## config.mk

```make
export PLATFORM = sky130hd
export DESIGN_NAME = slot_arbiter
export DESIGN_NICKNAME = d
export VERILOG_FILES = /design/src/rtl/slot_arb_pkg.sv /design/src/rtl/slot_line_counter.sv /design/src/rtl/slot_eligibility.sv /design/src/rtl/slot_priority_pick.sv /design/src/rtl/slot_arbiter.sv
export SDC_FILE = /design/constraint.sdc
export NUM_CORES = 1
export LEC_CHECK = 0
export ABC_AREA = 0
export BUFFER_PORTS_ARGS = -buffer_cell sky130_fd_sc_hd__buf_4
export CORE_ASPECT_RATIO = 1.1
export CORE_MARGIN = 2
export CORE_UTILIZATION = 30
export DETAILED_ROUTE_END_ITERATION = 8
export MAX_ROUTING_LAYER = met4
export SYNTH_ARGS = -nofsm -noshare
export SYNTH_HDL_FRONTEND = slang
export SYNTH_SLANG_ARGS = --single-unit
export TNS_END_PERCENT = 50
```

## constraint.sdc

```tcl
create_clock -name clk -period 6.1 [get_ports clk]
set_input_delay 0.305 -clock clk [delete_from_list [all_inputs] [get_ports clk]]
set_output_delay 0.305 -clock clk [all_outputs]
set_load 0.1 [all_outputs]
```

## src/rtl/slot_arb_pkg.sv

```systemverilog
package slot_arb_pkg;
  localparam int NCH     = 18;
  localparam int CH_REF  = 0;
  localparam int CH_DSK  = 1;
  localparam int CH_AUD0 = 2;
  localparam int NAUD    = 4;
  localparam int CH_SPR0 = 6;
  localparam int NSPR    = 8;
  localparam int CH_BPL  = 14;
  localparam int CH_COP  = 15;
  localparam int CH_BLT  = 16;
  localparam int CH_CPU  = 17;
  localparam int NFIX    = CH_BPL;
  localparam int AUD_BASE = 7;
  localparam int SPR_BASE = 15;
  localparam int SPR_LAST = SPR_BASE + 4 * NSPR - 2;

  // Channel that owns a position-reserved slot, or -1 when the slot is free.
  function automatic int slot_owner(input int s);
    int r;
    r = -1;
    if (s <= 5)
      r = (s % 2 == 0) ? CH_REF : CH_DSK;
    else if (s >= AUD_BASE && s < AUD_BASE + 2 * NAUD && (s % 2 == 1))
      r = CH_AUD0 + (s - AUD_BASE) / 2;
    else if (s >= SPR_BASE && s <= SPR_LAST && (s % 2 == 1))
      r = CH_SPR0 + (s - SPR_BASE) / 4;
    return r;
  endfunction
endpackage

```

## src/rtl/slot_line_counter.sv

```systemverilog
module slot_line_counter #(
  parameter int LINE_LEN = 227,
  parameter int HPOS_W   = 8
) (
  input  logic              clk,
  input  logic              rst,
  output logic [HPOS_W-1:0] hpos_q,
  output logic [HPOS_W-1:0] hpos_next
);
  localparam logic [HPOS_W-1:0] LAST = HPOS_W'(LINE_LEN - 1);

  always_comb
    hpos_next = (hpos_q == LAST) ? '0 : hpos_q + 1'b1;

  always_ff @(posedge clk) begin
    if (rst) hpos_q <= '0;
    else     hpos_q <= hpos_next;
  end


  wrap_chk: assert property (@(posedge clk) disable iff (rst)
    (hpos_q == LAST) |=> (hpos_q == '0));
endmodule

```

## src/rtl/slot_eligibility.sv

```systemverilog
module slot_eligibility
  import slot_arb_pkg::*;
#(
  parameter int HPOS_W    = 8,
  parameter int BPL_START = 'h38,
  parameter int BPL_STOP  = 'hD0
) (
  input  logic [HPOS_W-1:0] slot,
  input  logic [NCH-1:0]    req,
  input  logic [NCH-1:0]    en,
  input  logic              win,
  input  logic              hog,
  output logic [NCH-1:0]    elig
);
  logic [NCH-1:0] act;
  int             owner;
  logic           in_bpl;

  assign act = req & en;

  always_comb begin
    owner  = slot_owner(int'(slot));
    in_bpl = (int'(slot) >= BPL_START) && (int'(slot) <= BPL_STOP);
  end

  genvar i;
  generate
    for (i = 0; i < NFIX; i++) begin : g_fixed
      assign elig[i] = act[i] && (owner == i);
    end
  endgenerate

  assign elig[CH_BPL] = act[CH_BPL] && win && in_bpl;
  assign elig[CH_COP] = act[CH_COP];
  assign elig[CH_BLT] = act[CH_BLT] && (hog || !slot[0] || !act[CH_CPU]);
  assign elig[CH_CPU] = act[CH_CPU] && !(hog && act[CH_BLT])
                        && (slot[0] || !act[CH_BLT]);


  parity_chk: assert final (!(elig[CH_BLT] && elig[CH_CPU]));
endmodule

```

## src/rtl/slot_priority_pick.sv

```systemverilog
module slot_priority_pick #(
  parameter int N = 18
) (
  input  logic [N-1:0] elig,
  output logic [N-1:0] pick
);
  logic [N:0] taken;

  assign taken[0] = 1'b0;

  genvar i;
  generate
    for (i = 0; i < N; i++) begin : g_chain
      assign pick[i]    = elig[i] && !taken[i];
      assign taken[i+1] = taken[i] || elig[i];
    end
  endgenerate
endmodule

```

## src/rtl/slot_arbiter.sv

```systemverilog
module slot_arbiter
  import slot_arb_pkg::*;
#(
  parameter int LINE_LEN  = 227,
  parameter int BPL_START = 'h38,
  parameter int BPL_STOP  = 'hD0,
  localparam int HPOS_W   = $clog2(LINE_LEN)
) (
  input  logic              clk,
  input  logic              rst,
  input  logic [NCH-1:0]    req_i,
  input  logic [NCH-1:0]    en_i,
  input  logic              disp_win_i,
  input  logic              blt_hog_i,
  output logic [HPOS_W-1:0] hpos_o,
  output logic [NCH-1:0]    grant_o,
  output logic              cpu_wait_o
);
  logic [HPOS_W-1:0] hpos_next;
  logic [NCH-1:0]    elig;
  logic [NCH-1:0]    pick;

  slot_line_counter #(.LINE_LEN(LINE_LEN), .HPOS_W(HPOS_W)) u_cnt (
    .clk(clk), .rst(rst), .hpos_q(hpos_o), .hpos_next(hpos_next));

  slot_eligibility #(.HPOS_W(HPOS_W), .BPL_START(BPL_START), .BPL_STOP(BPL_STOP)) u_elig (
    .slot(hpos_next), .req(req_i), .en(en_i), .win(disp_win_i),
    .hog(blt_hog_i), .elig(elig));

  slot_priority_pick #(.N(NCH)) u_pick (.elig(elig), .pick(pick));

  always_ff @(posedge clk) begin
    if (rst) begin
      grant_o    <= '0;
      cpu_wait_o <= 1'b0;
    end else begin
      grant_o    <= pick;
      cpu_wait_o <= req_i[CH_CPU] && !pick[CH_CPU];
    end
  end


  grant_onehot_chk: assert property (@(posedge clk) disable iff (rst)
    $onehot0(grant_o));

  wait_excl_chk: assert property (@(posedge clk) disable iff (rst)
    cpu_wait_o |-> !grant_o[CH_CPU]);

  hog_block_chk: assert property (@(posedge clk) disable iff (rst)
    (blt_hog_i && req_i[CH_BLT] && en_i[CH_BLT]) |=> !grant_o[CH_CPU]);

  refresh_slot_chk: assert property (@(posedge clk) disable iff (rst)
    grant_o[CH_REF] |-> (hpos_o == 0 || hpos_o == 2 || hpos_o == 4));

  disabled_chk: assert property (@(posedge clk) disable iff (rst)
    (en_i == '0) |=> (grant_o == '0));
endmodule

```

## Word-level counts from Yosys, hierarchy flattened

Cells that the tools add are included.
W data, S select, Z words.

| operators by class | value |
|---|---|
| equality and inequality tests | 14 |
| reductions and logical operators | 87 |
| $add $sub $neg | 7 |
| $lt $le $gt $ge | 7 |
| muxes and demuxes | 5 |
| bitwise logic cells | 3 |

Operators with widths:

| operator | number |
|---|---|
| $eq A32 B5 Y1 const B | 6 |
| $eq A32 B4 Y1 const B | 4 |
| $mux W32 | 3 |
| $add A32 B1 Y32 | 2 |
| $eq A32 B3 Y1 const B | 2 |
| $logic_not A32 Y1 | 2 |
| $logic_and A1 B1 Y1 | 43 |
| $add A3 B32 Y32 const A | 1 |
| $add A4 B32 Y32 const A | 1 |
| $eq A32 B2 Y1 const B | 1 |
| $logic_not A1 Y1 | 22 |
| $logic_or A1 B1 Y1 | 19 |
| $and A18 B18 Y18 | 1 |
| $sub A8 B3 Y9 const B | 1 |
| $sub A8 B4 Y9 const B | 1 |
| $add A8 B1 Y8 const B | 1 |
| $eq A8 B8 Y1 const B | 1 |
| $ge A8 B3 Y1 const B | 1 |
| $ge A8 B4 Y1 const B | 1 |
| $ge A8 B6 Y1 const B | 1 |
| $le A8 B3 Y1 const B | 1 |
| $le A8 B6 Y1 const B | 1 |
| $le A8 B8 Y1 const B | 1 |
| $lt A8 B4 Y1 const B | 1 |
| other kinds (4) | 5 |

| storage, ports and cells | value |
|---|---|
| bits in registers | 27 |
| output and inout port bits | 27 |
| word-level logic and storage cells | 126 |

## Logic depth before layout (Yosys ltp)

| depth | value |
|---|---|
| depth after elaboration | 32 |
| depth in mapped cells | 27 |

## Cells and area by module

A second synthesis with hierarchy kept.

| second synthesis, totals | value |
|---|---|
| cell total of the unflattened synthesis | 327 |
| area, all modules | 2701.3 µm² |

By module, submodules not included:

| module | area an instance (µm²) | instances | cells an instance |
|---|---|---|---|
| slot_eligibility | 1517.7 | 1 | 210 |
| slot_arbiter | 525.5 | 1 | 39 |
| slot_line_counter | 427.9 | 1 | 47 |
| slot_priority_pick | 230.2 | 1 | 31 |

## Worst setup path after synthesis

Ideal clock, no wire load.

| timing | value |
|---|---|
| path type | flip-flop to flip-flop |
| start point | register u_cnt.hpos_q[1] |
| end point | register grant_o[12] |
| setup slack | 24 ps |
| cell stages (with the launch flop) | 24 |
| library setup time | 103 ps |
| data arrival time | 5972 ps |
| buffers on the path | 1 |
| required time | 5997 ps |
| cell sequence | dfxtp_1 ha_1 nor4b_2 nand2_1 nand2_1 inv_2 ha_1 clkbuf_1 o211ai_2 nand3_1 nor2_1 a311oi_1 a21o_1 or4b_1 or3_1 ha_1 nand4_1 or3_1 nor4_1 a211o_1 and2_1 nand2_1 or3_1 a2111oi_2 |

| between the ends | value |
|---|---|
| cells in the longest elaborated chain, start to end | 25 |

RTL lines:

| item | RTL line | source |
|---|---|---|
| start, declared | slot_line_counter.sv:7 | `output logic [HPOS_W-1:0] hpos_q,` |
| start signal, assigned | slot_line_counter.sv:17 | `else hpos_q <= hpos_next;` |
| $eq A8 B8 Y1 * | slot_line_counter.sv:13 | `hpos_next = (hpos_q == LAST) ? '0 : hpos_q + 1'b1;` |
| $mux W8 * | slot_line_counter.sv:13 |  |
| net hpos_next[0] | slot_arbiter.sv:19 | `logic [HPOS_W-1:0] hpos_next;` |
| $sub A8 B4 Y9 | slot_arb_pkg.sv:27 | `r = CH_SPR0 + (s - SPR_BASE) / 4;` |
| $reduce_or A2 Y1 (no line) | - |  |
| $and A1 B1 Y1 (no line) | - |  |
| $add A32 B1 Y32 (no line) | - |  |
| $add A4 B32 Y32 | slot_arb_pkg.sv:27 |  |
| $mux W32 | slot_arb_pkg.sv:26 | `else if (s >= SPR_BASE && s <= SPR_LAST && (s % 2 == 1))` |
| $mux W32 | slot_arb_pkg.sv:24 | `else if (s >= AUD_BASE && s < AUD_BASE + 2 * NAUD && (s % 2 == 1))` |
| $mux W32 * | slot_arb_pkg.sv:22 | `if (s <= 5)` |
| $eq A32 B2 Y1 / $logic_not A32 Y1 (equally long branches) | slot_eligibility.sv:29 | `assign elig[i] = act[i] && (owner == i);` |
| $logic_and A1 B1 Y1 | slot_eligibility.sv:29 |  |
| $logic_or A1 B1 Y1 (11 in a row) | slot_priority_pick.sv:15 | `assign taken[i+1] = taken[i] \|\| elig[i];` |
| $logic_not A1 Y1 | slot_priority_pick.sv:14 | `assign pick[i] = elig[i] && !taken[i];` |
| $logic_and A1 B1 Y1 * | slot_priority_pick.sv:14 |  |
| end signal, assigned | slot_arbiter.sv:37 | `grant_o <= pick;` |
| end, declared | slot_arbiter.sv:16 | `output logic [NCH-1:0] grant_o,` |

Mark *: on every way through the listed nets, which the timed path passes. The rest lies on a longest branch.
A chain may end at the register's enable or synchronous reset.

## Worst setup path in the final report

| timing | value |
|---|---|
| start point | register u_cnt.hpos_q[0] |
| end point | register grant_o[12] |

| between the ends | value |
|---|---|
| cells in the longest elaborated chain, start to end | 25 |

RTL lines:

| item | RTL line |
|---|---|
| $add A8 B1 Y8 / $eq A8 B8 Y1 (equally long branches) | slot_line_counter.sv:13 |
| $mux W8 * | slot_line_counter.sv:13 |
| net hpos_next[0] | slot_arbiter.sv:19 |
| $sub A8 B4 Y9 | slot_arb_pkg.sv:27 |
| $reduce_or A2 Y1 (no line) | - |
| $and A1 B1 Y1 (no line) | - |
| $add A32 B1 Y32 (no line) | - |
| $add A4 B32 Y32 | slot_arb_pkg.sv:27 |
| $mux W32 | slot_arb_pkg.sv:26 |
| $mux W32 | slot_arb_pkg.sv:24 |
| $mux W32 * | slot_arb_pkg.sv:22 |
| $eq A32 B2 Y1 / $logic_not A32 Y1 (equally long branches) | slot_eligibility.sv:29 |
| $logic_and A1 B1 Y1 | slot_eligibility.sv:29 |
| $logic_or A1 B1 Y1 (11 in a row) | slot_priority_pick.sv:15 |
| $logic_not A1 Y1 | slot_priority_pick.sv:14 |
| $logic_and A1 B1 Y1 * | slot_priority_pick.sv:14 |

Marked as above.

==> out/qor.log <==
qor: timing.rsz0062_at_grt false
qor: clocking.clk_transition_reported_paths 0.10 ns
qor: power_and_ir_drop.vdd_drop_max 0.000153 V
qor: finish.antenna_cells 0
qor: die.fp.dieArea 10,500 um^2
qor: die.die_y 107 um
qor: clocking.clk_latency 0.27 ns
qor: global_routing.antenna_found_initial 0
qor: yosys.synth_edf_count 0
qor: detailed_routing.num_vias 3,486
qor: setup_path.critPathCaptureType flop
qor: place.port-buffer-count 66
qor: yosys.synthesis.instances 397
qor: power_and_ir_drop.cellLeakagePower 1.60 nW
qor: yosys.yosys.area.top_type_share 18.6%
qor: timing.relSlewSlack 30.4%
qor: timing.max_freq 178 MHz
qor: yosys.post_synth_mux_area_share 0.344%
qor: finish.area_delta_synth_final 28.4%
qor: global_routing.grt_pass1_vias 3,221
qor: global_routing.grt.overflow.total 0
qor: setup_path.worst_setup_path_start_kind flop
qor: yosys.syn_avg_cell_area 7.32 um^2
qor: yosys.synth-seq-cells 27
qor: place.place_area 3620 um^2
qor: clocking.cts_made_buffers 3
qor: yosys.synthSimpleGateAreaFrac 33.6%
qor: clocking.clock_path_buffers 2
qor: place.hpwlAfterDp 7750 um
qor: die.fp.dieW 97.9 um
qor: yosys.post_synth_main_area_contributors dfxtp_1 (19%), ha_1 (11%), nand2_1 (5.8%), nor4_1 (4.1%), nor2_1 (4.0%)
qor: yosys.postSynthNetCount 462
qor: yosys.synth-async-reset-ratio 0%
qor: status.status completed
qor: clocking.clock_tree_from_tritoncts done
qor: global_routing.groute.usage.overall 18.1%
qor: yosys.dominant_cell_type_by_area_after_synthesis dfxtp_1
qor: place.place_congestion 0.944
qor: timing.layout_worst_path_cycle_share 92.2%
qor: power_and_ir_drop.power_density 170 nW/um^2
qor: yosys.synth_sequential_area_ratio 18.6%
qor: detailed_routing.postRouteAntennaNets 0
qor: finish.final_cell_area 3730 um^2
qor: yosys.syn_area 2910 um^2
qor: clocking.htree_num_levels 1
qor: die.floorplan.initialDensity 30.9%
qor: finish.drive_above_1_share 24.2%
qor: clocking.sink_count_of_the_clock_tree 27
qor: clocking.clock_tree.root_cell clkbuf_8
qor: timing.setup_viol 0
qor: setup_path.crit_type reg2reg
qor: detailed_routing.route.detailed.drc 0
qor: detailed_routing.first_iter_violations 360
qor: timing.final_hold_viol_count 0
qor: place.pre_cts_slack 0.0495 ns
qor: finish.final_common_cell buf_4
qor: detailed_routing.viasPerCell 5.93
qor: timing.report.final.slew_viol_count 0
qor: clocking.cts_hold_buffers 0
qor: yosys.yosys.area_share.adder 10.8%
qor: timing.worst_slew_pin_slew 1.04 ns
qor: global_routing.grt_first_pass_wirelength 15,400 um
qor: timing.finalWorstSetupSlack 0.479 ns
qor: setup_path.worstPathArrival 5.80 ns
qor: timing.fin_worst_skew 0.00266 ns
qor: yosys.ys.flop_type dfxtp_1
qor: die.boundaryPins 67
qor: job.number_of_max_cap_violations 0
qor: worst_hold_path.min-delay-path-class in2reg
qor: yosys.synth_top_family_by_area simple AND/OR/NAND/NOR gates
qor: yosys.synth-xor-area-share 4.22%
qor: timing.fin_setup_tns 0 ns
qor: detailed_routing.drt-pass1-iter-count 5
qor: finish.design.final.nets 537
qor: yosys.synth_compound_gate_area_share 27.2%
qor: yosys.synthDistinctLibCells 72
qor: setup_path.worst_ep_required_time 6.28 ns
qor: yosys.warnings_from_yosys 0
qor: die.rows 37
qor: global_routing.grt_max_degree 22
qor: die.coreArea 9400 um^2
qor: detailed_routing.finalWirelength 9600 um
qor: setup_path.worst-path-max-fanout 11
qor: finish.mostFrequentLayoutCells buf_4 (88), nand2_1 (43), nor2_1 (30)
qor: detailed_routing.routed_wire_length_per_instance 16.3 um
qor: timing.period_needed 5.62 ns
synth_stat cells (3+ instances only):
library cell and n:
a211oi_1 6, or2_2 4, o21a_1 4, ha_1 25
o211ai_1 6, a22oi_1 3, nor4_1 19, a31oi_1 4
xnor2_1 9, and2_1 8, xor2_1 5, nand3_1 17
clkbuf_1 12, nand4_1 15, buf_2 5, nor3_1 16
nor2_1 31, nand2_1 45, nand2b_1 4, o31ai_1 8
inv_1 19, or3_1 7, dfxtp_1 27, a2111oi_0 3
o21ai_0 10, a21o_1 3, and3_1 3, o2bb2ai_1 4
o21ai_1 7, a21oi_1 11, and4_1 3
per-layer routing:
layer	part of all wire, %	routed length (um)	vias to the layer above	GRT usage, %
met3	7.5	722	28	1.69
met2	48	4580	192	30.4
met5	0	0	-	-
met4	3.3	315	0	7.04
met1	41	3980	1594	22.5
li1	-	-	1672	-
kinds of logic after synthesis:
| family | after synthesis |
|---|---|
| and+or+nand+nor | 186 |
| AOI/OAI and AO/OA | 105 |
| buffers and inverters | 39 |
| DFF | 27 |
| adders and majority gates | 25 |
| xor gates and xnor gates | 14 |
| muxes | 1 |
state kept, by name, indices dropped and copies added (netlist names):
register and flops:
u_cnt.hpos_q 8, cpu_wait_o 1, grant_o 18
stage by stage:
stage,util [%],cells,power [mW],hold WS [ns]
after floorplan,-,397,0.427,0.424
after global placement,38.6,582,0.521,0.542
after detailed placement,38.6,582,0.524,0.547
after CTS,39.1,586,0.634,0.238
after global routing,39.7,588,0.687,0.246
final,39.7,588,0.636,0.246
path summary, 6_finish.rpt:
| kind | endpoint | start | cells past startpoint | slack [ns] |
|---|---|---|---|---|
| max | grant_o[12] | u_cnt.hpos_q[0] | 23 | 0.48 |
| min | u_cnt.hpos_q[0] | rst | 2 | 0.25 |
| max reg2reg | grant_o[12] | u_cnt.hpos_q[0] | 23 | 0.48 |
| min reg2reg | u_cnt.hpos_q[0] | u_cnt.hpos_q[0] | 3 | 0.77 |
layout make-up:
cell class	count	area (um^2)
clock buffers	3	41.3
well taps	117	146
repair buffers	88	661
inverters	21	78.8
fillers	997	5670
clock inverters	1	8.76
multi-input cells	331	2250
flip-flops and latches	27	544
worst max-delay path: stages, from the launching register on:
cell	delay, ns
dfxtp_2	0.38
inv_1	0.13
ha_1	0.21
nor4b_4	0.25
nand2_1	0.16
nand2_2	0.17
inv_2	0.07
ha_2	0.25
o211ai_4	0.14
nand2_2	0.15
nor3_1	0.19
ha_1	0.21
a2111oi_0	0.09
or4b_1	0.60
or3_1	0.35
ha_1	0.28
nand4_1	0.08
or3_1	0.35
nor4_1	0.28
a211o_1	0.19
and2_1	0.21
nand2_1	0.12
or3_1	0.37
a2111oi_2	0.27
power breakdown:
group | switching, mW | leakage (nW) | internal, mW
logic | 0.212 | 1.35 | 0.131
registers | 0.00576 | 0.220 | 0.182
clock network | 0.0583 | 0.0261 | 0.0479
total | 0.276 | 1.60 | 0.360
timing repair:
| action | 4_1_cts | 5_1_grt |
|---|---|---|
| gates resized for setup | 0 | 11 |
| endpoints found under the setup margin | 0 | 16 |
| setup buffers | 0 | 2 |
(Power assumes the default switching activity.)
